<file path="src/rtl/irqagg_pkg.sv">
package irqagg_pkg;
  localparam int DATA_W      = 32;
  localparam int SWI_BIT     = 31;
  localparam int A_TSTAT     = 0;
  localparam int A_TEN       = 1;
  localparam int A_GLB       = 2;
  localparam int A_SWI       = 3;
  localparam int A_UNIT_BASE = 4;

  function automatic int lstat_addr(input int u);
    return A_UNIT_BASE + 2 * u;
  endfunction

  function automatic int len_addr(input int u);
    return A_UNIT_BASE + 2 * u + 1;
  endfunction
endpackage

</file>
<file path="src/rtl/irqagg_unit.sv">
module irqagg_unit #(
  parameter int EVT_W = 4
) (
  input  logic             clk,
  input  logic             rst,
  input  logic [EVT_W-1:0] evt_i,
  input  logic             st_clr_wr_i,
  input  logic             en_wr_i,
  input  logic [EVT_W-1:0] wdata_i,
  output logic [EVT_W-1:0] st_o,
  output logic [EVT_W-1:0] en_o,
  output logic             summary_o
);
  logic [EVT_W-1:0] clr_mask;

  assign clr_mask  = st_clr_wr_i ? wdata_i : '0;
  assign summary_o = |(st_o & en_o);

  always_ff @(posedge clk) begin
    if (rst) begin
      st_o <= '0;
      en_o <= '0;
    end else begin
      st_o <= (st_o & ~clr_mask) | evt_i;
      if (en_wr_i) en_o <= wdata_i;
    end
  end
endmodule

</file>
<file path="src/rtl/irqagg_root.sv">
module irqagg_root #(
  parameter int N_UNITS = 4
) (
  input  logic               clk,
  input  logic               rst,
  input  logic [N_UNITS-1:0] unit_sum_i,
  input  logic               ten_wr_i,
  input  logic               glb_wr_i,
  input  logic               swi_set_i,
  input  logic               swi_clr_i,
  input  logic [31:0]        wdata_i,
  output logic [N_UNITS-1:0] ten_unit_o,
  output logic               ten_swi_o,
  output logic [1:0]         glb_o,
  output logic               swi_o,
  output logic               irq_o
);
  logic unit_req, swi_req;

  assign unit_req = glb_o[0] & |(unit_sum_i & ten_unit_o);
  assign swi_req  = glb_o[1] & swi_o & ten_swi_o;

  always_ff @(posedge clk) begin
    if (rst) begin
      ten_unit_o <= '0;
      ten_swi_o  <= 1'b0;
      glb_o      <= 2'b00;
      swi_o      <= 1'b0;
      irq_o      <= 1'b0;
    end else begin
      if (ten_wr_i) begin
        ten_unit_o <= wdata_i[N_UNITS-1:0];
        ten_swi_o  <= wdata_i[31];
      end
      if (glb_wr_i) glb_o <= wdata_i[1:0];
      if (swi_set_i)      swi_o <= 1'b1;
      else if (swi_clr_i) swi_o <= 1'b0;
      irq_o <= unit_req | swi_req;
    end
  end
endmodule

</file>
<file path="src/rtl/irqagg_ctrl.sv">
module irqagg_ctrl #(
  parameter int N_UNITS = 4,
  parameter int EVT_W   = 4,
  parameter int ADDR_W  = 6
) (
  input  logic                       clk,
  input  logic                       rst,
  input  logic [N_UNITS*EVT_W-1:0]   evt_i,
  input  logic                       wr_en_i,
  input  logic [ADDR_W-1:0]          addr_i,
  input  logic [31:0]                wdata_i,
  output logic [31:0]                rd_data_o,
  output logic                       irq_o
);
  import irqagg_pkg::*;

  localparam int TOT_EVT = N_UNITS * EVT_W;

  logic [TOT_EVT-1:0] lst_all, len_all;
  logic [N_UNITS-1:0] unit_sum, ten_unit;
  logic               ten_swi, swi;
  logic [1:0]         glb;
  logic               wr_tstat, wr_ten, wr_glb, wr_swi;
  logic [31:0]        rd_next;

  assign wr_tstat = wr_en_i && (addr_i == ADDR_W'(A_TSTAT));
  assign wr_ten   = wr_en_i && (addr_i == ADDR_W'(A_TEN));
  assign wr_glb   = wr_en_i && (addr_i == ADDR_W'(A_GLB));
  assign wr_swi   = wr_en_i && (addr_i == ADDR_W'(A_SWI));

  for (genvar u = 0; u < N_UNITS; u++) begin : g_unit
    logic st_wr, en_wr;
    assign st_wr = wr_en_i && (addr_i == ADDR_W'(lstat_addr(u)));
    assign en_wr = wr_en_i && (addr_i == ADDR_W'(len_addr(u)));
    irqagg_unit #(.EVT_W(EVT_W)) u_unit (
      .clk        (clk),
      .rst        (rst),
      .evt_i      (evt_i[u*EVT_W +: EVT_W]),
      .st_clr_wr_i(st_wr),
      .en_wr_i    (en_wr),
      .wdata_i    (wdata_i[EVT_W-1:0]),
      .st_o       (lst_all[u*EVT_W +: EVT_W]),
      .en_o       (len_all[u*EVT_W +: EVT_W]),
      .summary_o  (unit_sum[u])
    );
  end

  irqagg_root #(.N_UNITS(N_UNITS)) u_root (
    .clk       (clk),
    .rst       (rst),
    .unit_sum_i(unit_sum),
    .ten_wr_i  (wr_ten),
    .glb_wr_i  (wr_glb),
    .swi_set_i (wr_swi & wdata_i[SWI_BIT]),
    .swi_clr_i (wr_tstat & wdata_i[SWI_BIT]),
    .wdata_i   (wdata_i),
    .ten_unit_o(ten_unit),
    .ten_swi_o (ten_swi),
    .glb_o     (glb),
    .swi_o     (swi),
    .irq_o     (irq_o)
  );

  always_comb begin
    rd_next = '0;
    if (addr_i == ADDR_W'(A_TSTAT)) begin
      rd_next[N_UNITS-1:0] = unit_sum;
      rd_next[SWI_BIT]     = swi;
    end else if (addr_i == ADDR_W'(A_TEN)) begin
      rd_next[N_UNITS-1:0] = ten_unit;
      rd_next[SWI_BIT]     = ten_swi;
    end else if (addr_i == ADDR_W'(A_GLB)) begin
      rd_next[1:0] = glb;
    end
    for (int u = 0; u < N_UNITS; u++) begin
      if (addr_i == ADDR_W'(lstat_addr(u))) rd_next[EVT_W-1:0] = lst_all[u*EVT_W +: EVT_W];
      if (addr_i == ADDR_W'(len_addr(u)))   rd_next[EVT_W-1:0] = len_all[u*EVT_W +: EVT_W];
    end
  end

  always_ff @(posedge clk) begin
    if (rst) rd_data_o <= '0;
    else     rd_data_o <= rd_next;
  end
endmodule

</file>
<file path="config.mk">
export PLATFORM = sky130hd
export DESIGN_NAME = irqagg_ctrl
export DESIGN_NICKNAME = d
export VERILOG_FILES = /design/src/rtl/irqagg_pkg.sv /design/src/rtl/irqagg_unit.sv /design/src/rtl/irqagg_root.sv /design/src/rtl/irqagg_ctrl.sv
export SDC_FILE = /design/constraint.sdc
export NUM_CORES = 1
export LEC_CHECK = 0
export ABC_AREA = 1
export CAP_MARGIN = 20
export CORE_ASPECT_RATIO = 1.2
export CORE_MARGIN = 2
export CORE_UTILIZATION = 25
export CTS_CLUSTER_DIAMETER = 80
export DETAILED_ROUTE_END_ITERATION = 8
export MAX_ROUTING_LAYER = met4
export PLACE_DENSITY_LB_ADDON = 0.3
export RECOVER_POWER = 100
export SLEW_MARGIN = 10
export SYNTH_ARGS = -nofsm -noshare
export SYNTH_HDL_FRONTEND = slang
export SYNTH_SLANG_ARGS = --single-unit
</file>
<file path="constraint.sdc">
create_clock -name clk -period 1.2 [get_ports clk]
set_input_delay 0.18 -clock clk [delete_from_list [all_inputs] [get_ports clk]]
set_output_delay 0.18 -clock clk [all_outputs]
set_load 0.02 [all_outputs]
</file>
==> metrics.yaml, run 1 <==
wirelength_um: 7120
p_per_area_mw_per_mm2: 1010
ir_worst_vdd_mv: 0.672
routedWlPerCell_um: 12.9
synth.distinct_cells: 24
rr_endpoint: "rd_data_o[1]"
whs_ns: 0.252
path_cells: "nand2_2 > nand3_2 > a21oi_2 > nor2_1 > nor2_2 > nand3_1 > nand2_1 > nand4_1 > nor2_1 > nor2_1"
drtAntennaViolNets: 0
synth-compound-area-share: 0.193
total_power_mw: 3.56
min_path_type: "in2reg"
grt_setup_unrepaired: "yes"
synthXorXnorAreaFrac: 0
vias: 2447
grt_max_degree: 27
drv_cap: 0
fillerInstances: 997
diodes: 0
grt-ovfl-total: 0
place.gp.congestion: 0.907
clock_sinks: 46
cp-start-kind: "register"
layout-drive-gt1-share: 0.323
layout_commonest_cell: "nand2_1"
setup_viol: 7
nets: 487
viasPerCell: 4.44
maxSlewViolCount: 0
place_hpwl_um: 5270
grt_pass1_wl_um: 11600
synth.mux.area_fraction: 0
cts.clk_slew.worst_paths_ns: 0.10
synth_area_leader_cell: "dfxtp_1"
port_buffers: 35
cp.arrival_ns: 1.56
synth_top_area_share: 0.388
finalClockSkew_ns: 0.0118
reg2reg_from: "g_unit[1].u_unit.st_o[2]"
initial_core_util: 0.260
ios: 90
synth_warnings: 0
synthCells: 336
first_pass_iters: 4
cts_hold_buf: 0
worstSetupPathType: "reg2reg"
die_h_um: 111
postSynthAreaPerCell_um2: 7.06
cts_buffer_depth: 2
synth_fa_ha_area_frac: 0
violations: "negative setup slack"
min_period_ns: 1.36
drcViolationCount: 0
worstPathMaxFanout: 3
ys_seq_area_frac: 0.388
crit_start: "g_unit[1].u_unit.st_o[2]"
finalCritPeriodShare: 1.13
cts_max_level: 2
root_buffer: "clkbuf_8"
critPathSlowestCell: "dfxtp_2"
syn_to_final_growth_pct: 48.0
final_hold_viol_count: 0
leakagePower_nw: 1.55
yosys-top-cells-area: "dfxtp_1, nand2_1, a21oi_1"
cts_buffers: 5
antenna_found_initial: 0
grt_pass1_vias: 2469
synth_top_family_by_area: "simple AND/OR/NAND/NOR gates"
coreArea_mm2: 0.00913
synth_seq_cells: 46
worst_setup_path_end_kind: "register"
status: "finished with violations"
layout_common_cells: "nand2_1, buf_4, a21oi_1, dfxtp_1, inv_1"
rrSetupSlack_ns: -0.16
insertion_delay_ns: 0.30
worst_slack_ns: -0.161
crit_path_frequent_cell: "nor2_1"
cts_tree: "done"
syn_area_mm2: 0.00237
timing.fmax_mhz: 734
ff2ff_path_depth: 10
worstPathRequired_ns: 1.40
cp-endpoint: "rd_data_o[1]"
die_x_um: 92.9
num_rows: 38
dieArea_mm2: 0.0103
cp_slowest_stage_delay_ns: 0.35
drt_iter0_drc: 91
grt_usage: 0.145
yosys.area_share.simple: 0.259
registers in the layout, indices dropped and copies added, names as in the netlist:
signal              cells
u_root.irq_o            1
g_unit.u_unit.st_o     16
u_root.swi_o            1
g_unit.u_unit.en_o     16
rd_data_o               5
u_root.glb_o            2
u_root.ten_unit_o       4
u_root.ten_swi_o        1
cells in the mapped netlist:
master	instances
nor2_4	9
o21ai_0	37
nor2_2	5
conb_1	1
nand3_1	12
clkbuf_1	5
clkinv_1	1
inv_1	30
buf_1	1
buf_2	1
a21oi_1	50
a22oi_1	1
nor3_1	1
o21ai_1	1
nand2_4	1
dfxtp_1	46
buf_4	27
nor2_1	18
nand2_1	67
nand4_1	9
nand3_2	1
nand2_2	3
inv_2	8
o221ai_1	1
critical path, delay by kind of cell, from the launching register on:
| family | cells | cell delay (ns) |
|---|---|---|
| and+or+nand+nor | 9 | 0.76 |
| DFF | 1 | 0.35 |
| AOI/OAI and AO/OA | 1 | 0.14 |
per-layer routing:
metal / routed length, um / track usage / share of wire / vias up
met5: 0 / - / 0 / -
met4: 146 / 0.0500 / 0.020 / 0
met3: 347 / 0.0238 / 0.049 / 11
met2: 3700 / 0.256 / 0.52 / 81
met1: 2930 / 0.165 / 0.41 / 1127
li1: - / - / - / 1228
cell families after synthesis:
| kind of cell | Yosys count |
|---|---|
| and+or+nand+nor | 126 |
| AOI/OAI and AO/OA | 90 |
| buffers and inverters | 73 |
| DFF | 46 |
| other | 1 |
how the worst min path moves through the flow:
| stage | to | slack (ns) | startpoint | depth (start not counted) |
|---|---|---|---|---|
| floorplan | g_unit[0].u_unit.st_o[0] | 0.31 | evt_i[0] | 2 |
| global placement | g_unit[2].u_unit.en_o[3] | 0.47 | g_unit[2].u_unit.en_o[3] | 2 |
| detailed placement | g_unit[3].u_unit.en_o[0] | 0.47 | g_unit[3].u_unit.en_o[0] | 2 |
| global route | u_root.swi_o | 0.28 | addr_i[2] | 4 |
| finish | u_root.swi_o | 0.25 | addr_i[2] | 4 |
| CTS | u_root.swi_o | 0.39 | addr_i[3] | 4 |
timing repair:
item / CTS / global route
pin swaps: 16 / 23
buffers inserted: 8 / 1
endpoints found under the hold margin: 0 / 0
setup endpoints to repair: 51 / 35
resized for setup: 44 / 53
final cells by class:
| type | count | area, um2 | share of cell area |
|---|---|---|---|
| multi-input combinational | 243 | 1300 | 0.371 |
| clock buffer | 6 | 82.6 | 0.0235 |
| clock inverter | 2 | 60.1 | 0.0171 |
| inverter | 39 | 154 | 0.0439 |
| timing repair buffer | 95 | 823 | 0.235 |
| sequential | 46 | 937 | 0.267 |
| tap | 120 | 150 | 0.0428 |
per-stage QoR:
step | setup slack, ns | TNS (ns) | util | area, um2 | instances
floorplan | 0.0793 | 0 | - | 2470 | 362
global placement | -0.653 | -21.16 | 0.346 | 3160 | 534
detailed placement | -0.666 | -22.03 | 0.346 | 3160 | 534
CTS | -0.184 | -0.407 | 0.378 | 3450 | 550
global route | -0.327 | -2.28 | 0.384 | 3510 | 551
finish | -0.161 | -0.513 | 0.384 | 3510 | 551
power breakdown:
group	switching, mW	internal (mW)
clock network	0.552	0.889
registers	0.0346	1.58
logic	0.290	0.219
total	0.876	2.68
(Power assumes the default switching activity.)
==> run 2, diff against run 1 <==
--- a/config.mk
+++ b/config.mk
@@ -8,12 +8,11 @@
 export ABC_AREA = 1
 export CAP_MARGIN = 20
 export CORE_ASPECT_RATIO = 1.2
-export CORE_MARGIN = 2
-export CORE_UTILIZATION = 25
+export CORE_UTILIZATION = 40
 export CTS_CLUSTER_DIAMETER = 80
 export DETAILED_ROUTE_END_ITERATION = 8
 export MAX_ROUTING_LAYER = met4
-export PLACE_DENSITY_LB_ADDON = 0.3
+export PLACE_DENSITY = 0.78
 export RECOVER_POWER = 100
 export SLEW_MARGIN = 10
 export SYNTH_ARGS = -nofsm -noshare
==> metrics.yaml, run 2 (same netlist as run 1, synthesis figures left out) <==
status: "finished with violations"  # unchanged
violations: "negative setup slack"  # unchanged
min_path_type: "in2reg"  # unchanged
insertion_delay_ns: 0.30  # about the same
switchingPower_mw: 0.847  # was 0.876 mW
total_power_mw: 3.26  # was 3.56 mW
maxSlewViolCount: 0  # unchanged
combPwrFrac: 0.154  # was 0.143
diodes: 0  # unchanged
met3_usage: 0.0314  # was 0.0238
min_period_ns: 1.38  # was 1.36 ns
ios: 90  # unchanged
hold_end: "g_unit[3].u_unit.st_o[1]"  # was u_root.swi_o
place_hpwl_um: 4770  # was 5270 um
grt_pass1_vias: 2443  # was 2469
cts.clk_slew.worst_paths_ns: 0.09  # was 0.10 ns
grt-ovfl-total: 0  # unchanged
die_h_um: 86.3  # was 111 um
worst_slack_ns: -0.185  # was -0.161 ns
cts_max_level: 2  # unchanged
worstHoldStart: "evt_i[13]"  # was addr_i[2]
initial_core_util: 0.418  # was 0.260
setup_viol: 5  # was 7
cts_buffers: 5  # unchanged
grt_usage: 0.222  # was 0.145
leakagePower_nw: 1.52  # was 1.55 nW
worstHoldPathCells: 3  # was 4
finalCritPeriodShare: 1.15  # was 1.13
root_buffer: "clkbuf_8"  # unchanged
met2_usage: 0.381  # was 0.256
timing.fmax_mhz: 722  # was 734 MHz
cp.arrival_ns: 1.59  # was 1.56 ns
coreArea_mm2: 0.00567  # was 0.00913 mm2
reg2reg_from: "g_unit[1].u_unit.en_o[2]"  # was g_unit[1].u_unit.st_o[2]
ir_worst_vdd_mv: 0.637  # was 0.672 mV
switching_share: 0.259  # was 0.246
finalClockSkew_ns: 0.0102  # was 0.0118 ns
wirelength_um: 6360  # was 7120 um
die_x_um: 72.3  # was 92.9 um
postLayoutCoreUtil: 0.592  # was 0.384
worst_setup_path_end_kind: "register"  # unchanged
seq_power_share: 0.491  # was 0.452
syn_to_final_growth_pct: 41.5  # was 48.0%
multiInputGateArea_mm2: 0.00124  # was 0.00130 mm2
port_buffers: 35  # unchanged
antenna_found_initial: 0  # unchanged
grt_max_degree: 27  # unchanged
cp-start-kind: "register"  # unchanged
top_regs: "g_unit.u_unit.en_o: 16 flops, g_unit.u_unit.st_o: 16 flops, rd_data_o: 5 flops"  # unchanged
num_rows: 30  # was 38
ff2ff_path_depth: 10  # unchanged
final_hold_viol_count: 0  # unchanged
fillerInstances: 542  # was 997
grt.met1_usage: 0.238  # was 0.165
grt_setup_unrepaired: "yes"  # unchanged
drv_cap: 0  # unchanged
worstPathRequired_ns: 1.40  # about the same
grt.busiest_layer: "met2"  # unchanged
place.gp.congestion: 0.920  # was 0.907
cts_tree: "done"  # unchanged
drcViolationCount: 0  # unchanged
vias: 2446  # was 2447
cts_buffer_depth: 2  # unchanged
drt_iter0_drc: 143  # was 91
drtAntennaViolNets: 0  # unchanged
rr_endpoint: "rd_data_o[1]"  # unchanged
seq_area_um2: 936  # was 937 um2
internal_power_mw: 2.42  # was 2.68 mW
worstPathMaxFanout: 3  # unchanged
grt_pass1_wl_um: 10300  # was 11600 um
layout_common_cells: "nand2_1, buf_4, a21oi_1, o21ai_0, dfxtp_1"  # was nand2_1, buf_4, a21oi_1, dfxtp_1, inv_1
clock_sinks: 46  # unchanged
dieArea_mm2: 0.00624  # was 0.0103 mm2
layout_commonest_cell: "nand2_1"  # unchanged
first_pass_iters: 4  # unchanged
routedWlPerCell_um: 12.5  # was 12.9 um
p_per_area_mw_per_mm2: 973  # was 1010 mW/mm2
clkPwrFrac: 0.355  # was 0.405
worstSetupPathType: "reg2reg"  # unchanged
rrSetupSlack_ns: -0.18  # was -0.16 ns
layout-drive-gt1-share: 0.293  # was 0.323
viasPerCell: 4.80  # was 4.44
nets: 486  # was 487
==> run 2: cell types whose count changed in the layout (fill, tap and decap cells not counted), sizes merged <==
cell,delta
buf,+1
clkbuf,-4
clkdlybuf4s15,-2
clkinvlp,+2
bufinv,-1
dlygate4sd2,+3
==> run 2: power groups by stage <==
stage          registers, mW  logic, mW  clock network (mW)
2_1_floorplan           1.63      0.285                   0
3_3_place_gp            1.63      0.480                   0
3_5_place_dp            1.63      0.486                   0
4_1_cts                 1.60      0.502                1.18
5_1_grt                 1.61      0.547                1.24
6_report                1.60      0.503                1.16
==> run 2: how the worst max path moves through the flow <==
| stage | startpoint | endpoint | slack, ns |
|---|---|---|---|
| after floorplan | addr_i[5] | g_unit[3].u_unit.en_o[0] | 0.08 |
| after global placement | addr_i[1] | rd_data_o[1] | -0.62 |
| after detailed placement | addr_i[1] | rd_data_o[1] | -0.61 |
| after CTS | g_unit[1].u_unit.en_o[2] | rd_data_o[1] | -0.14 |
| after global routing | g_unit[0].u_unit.st_o[1] | rd_data_o[0] | -0.27 |
| final | g_unit[1].u_unit.en_o[2] | rd_data_o[1] | -0.18 |
==> run 2: per-stage QoR <==
stage	hold WS [ns]	cells	TNS (ns)	cell area, um2	worst slack [ns]
floorplan	0.314	362	0	2470	0.0793
global placement	0.458	495	-20.18	3100	-0.623
detailed placement	0.463	495	-21.15	3100	-0.614
CTS	0.384	506	-0.285	3320	-0.141
global route	0.417	510	-1.63	3360	-0.274
finish	0.408	510	-0.461	3360	-0.185
==> run 2: repair_timing <==
| action | 4_1_cts | 5_1_grt |
|---|---|---|
| setup buffers | 3 | 4 |
| pin swaps | 7 | 12 |
| endpoints found under the setup margin | 51 | 32 |
| resized for setup | 37 | 28 |
| hold buffers | 0 | 0 |
==> run 2: area by class of cell <==
| cell class | count | area share |
|---|---|---|
| clock inverter | 3 | 0.0134 |
| inverter | 39 | 0.0451 |
| multi-input combinational | 243 | 0.371 |
| sequential | 46 | 0.279 |
| timing repair buffer | 94 | 0.242 |
| clock buffer | 5 | 0.0205 |
| tap | 80 | 0.0298 |
==> run 2: critical path, stage by stage (launching register included) <==
cell	delay, ns
dfxtp_2	0.35
nand2_2	0.06
nand3_2	0.07
a21oi_2	0.15
nor2_1	0.06
nor2_1	0.11
nand3_1	0.09
nand2_1	0.09
nand4_1	0.14
nor2_1	0.12
nor2_1	0.05
==> run 2: per-layer routing <==
metal,wire length (um),part of all wire
met5,0,0
met4,358,0.056
met3,259,0.041
met2,3100,0.49
met1,2640,0.41
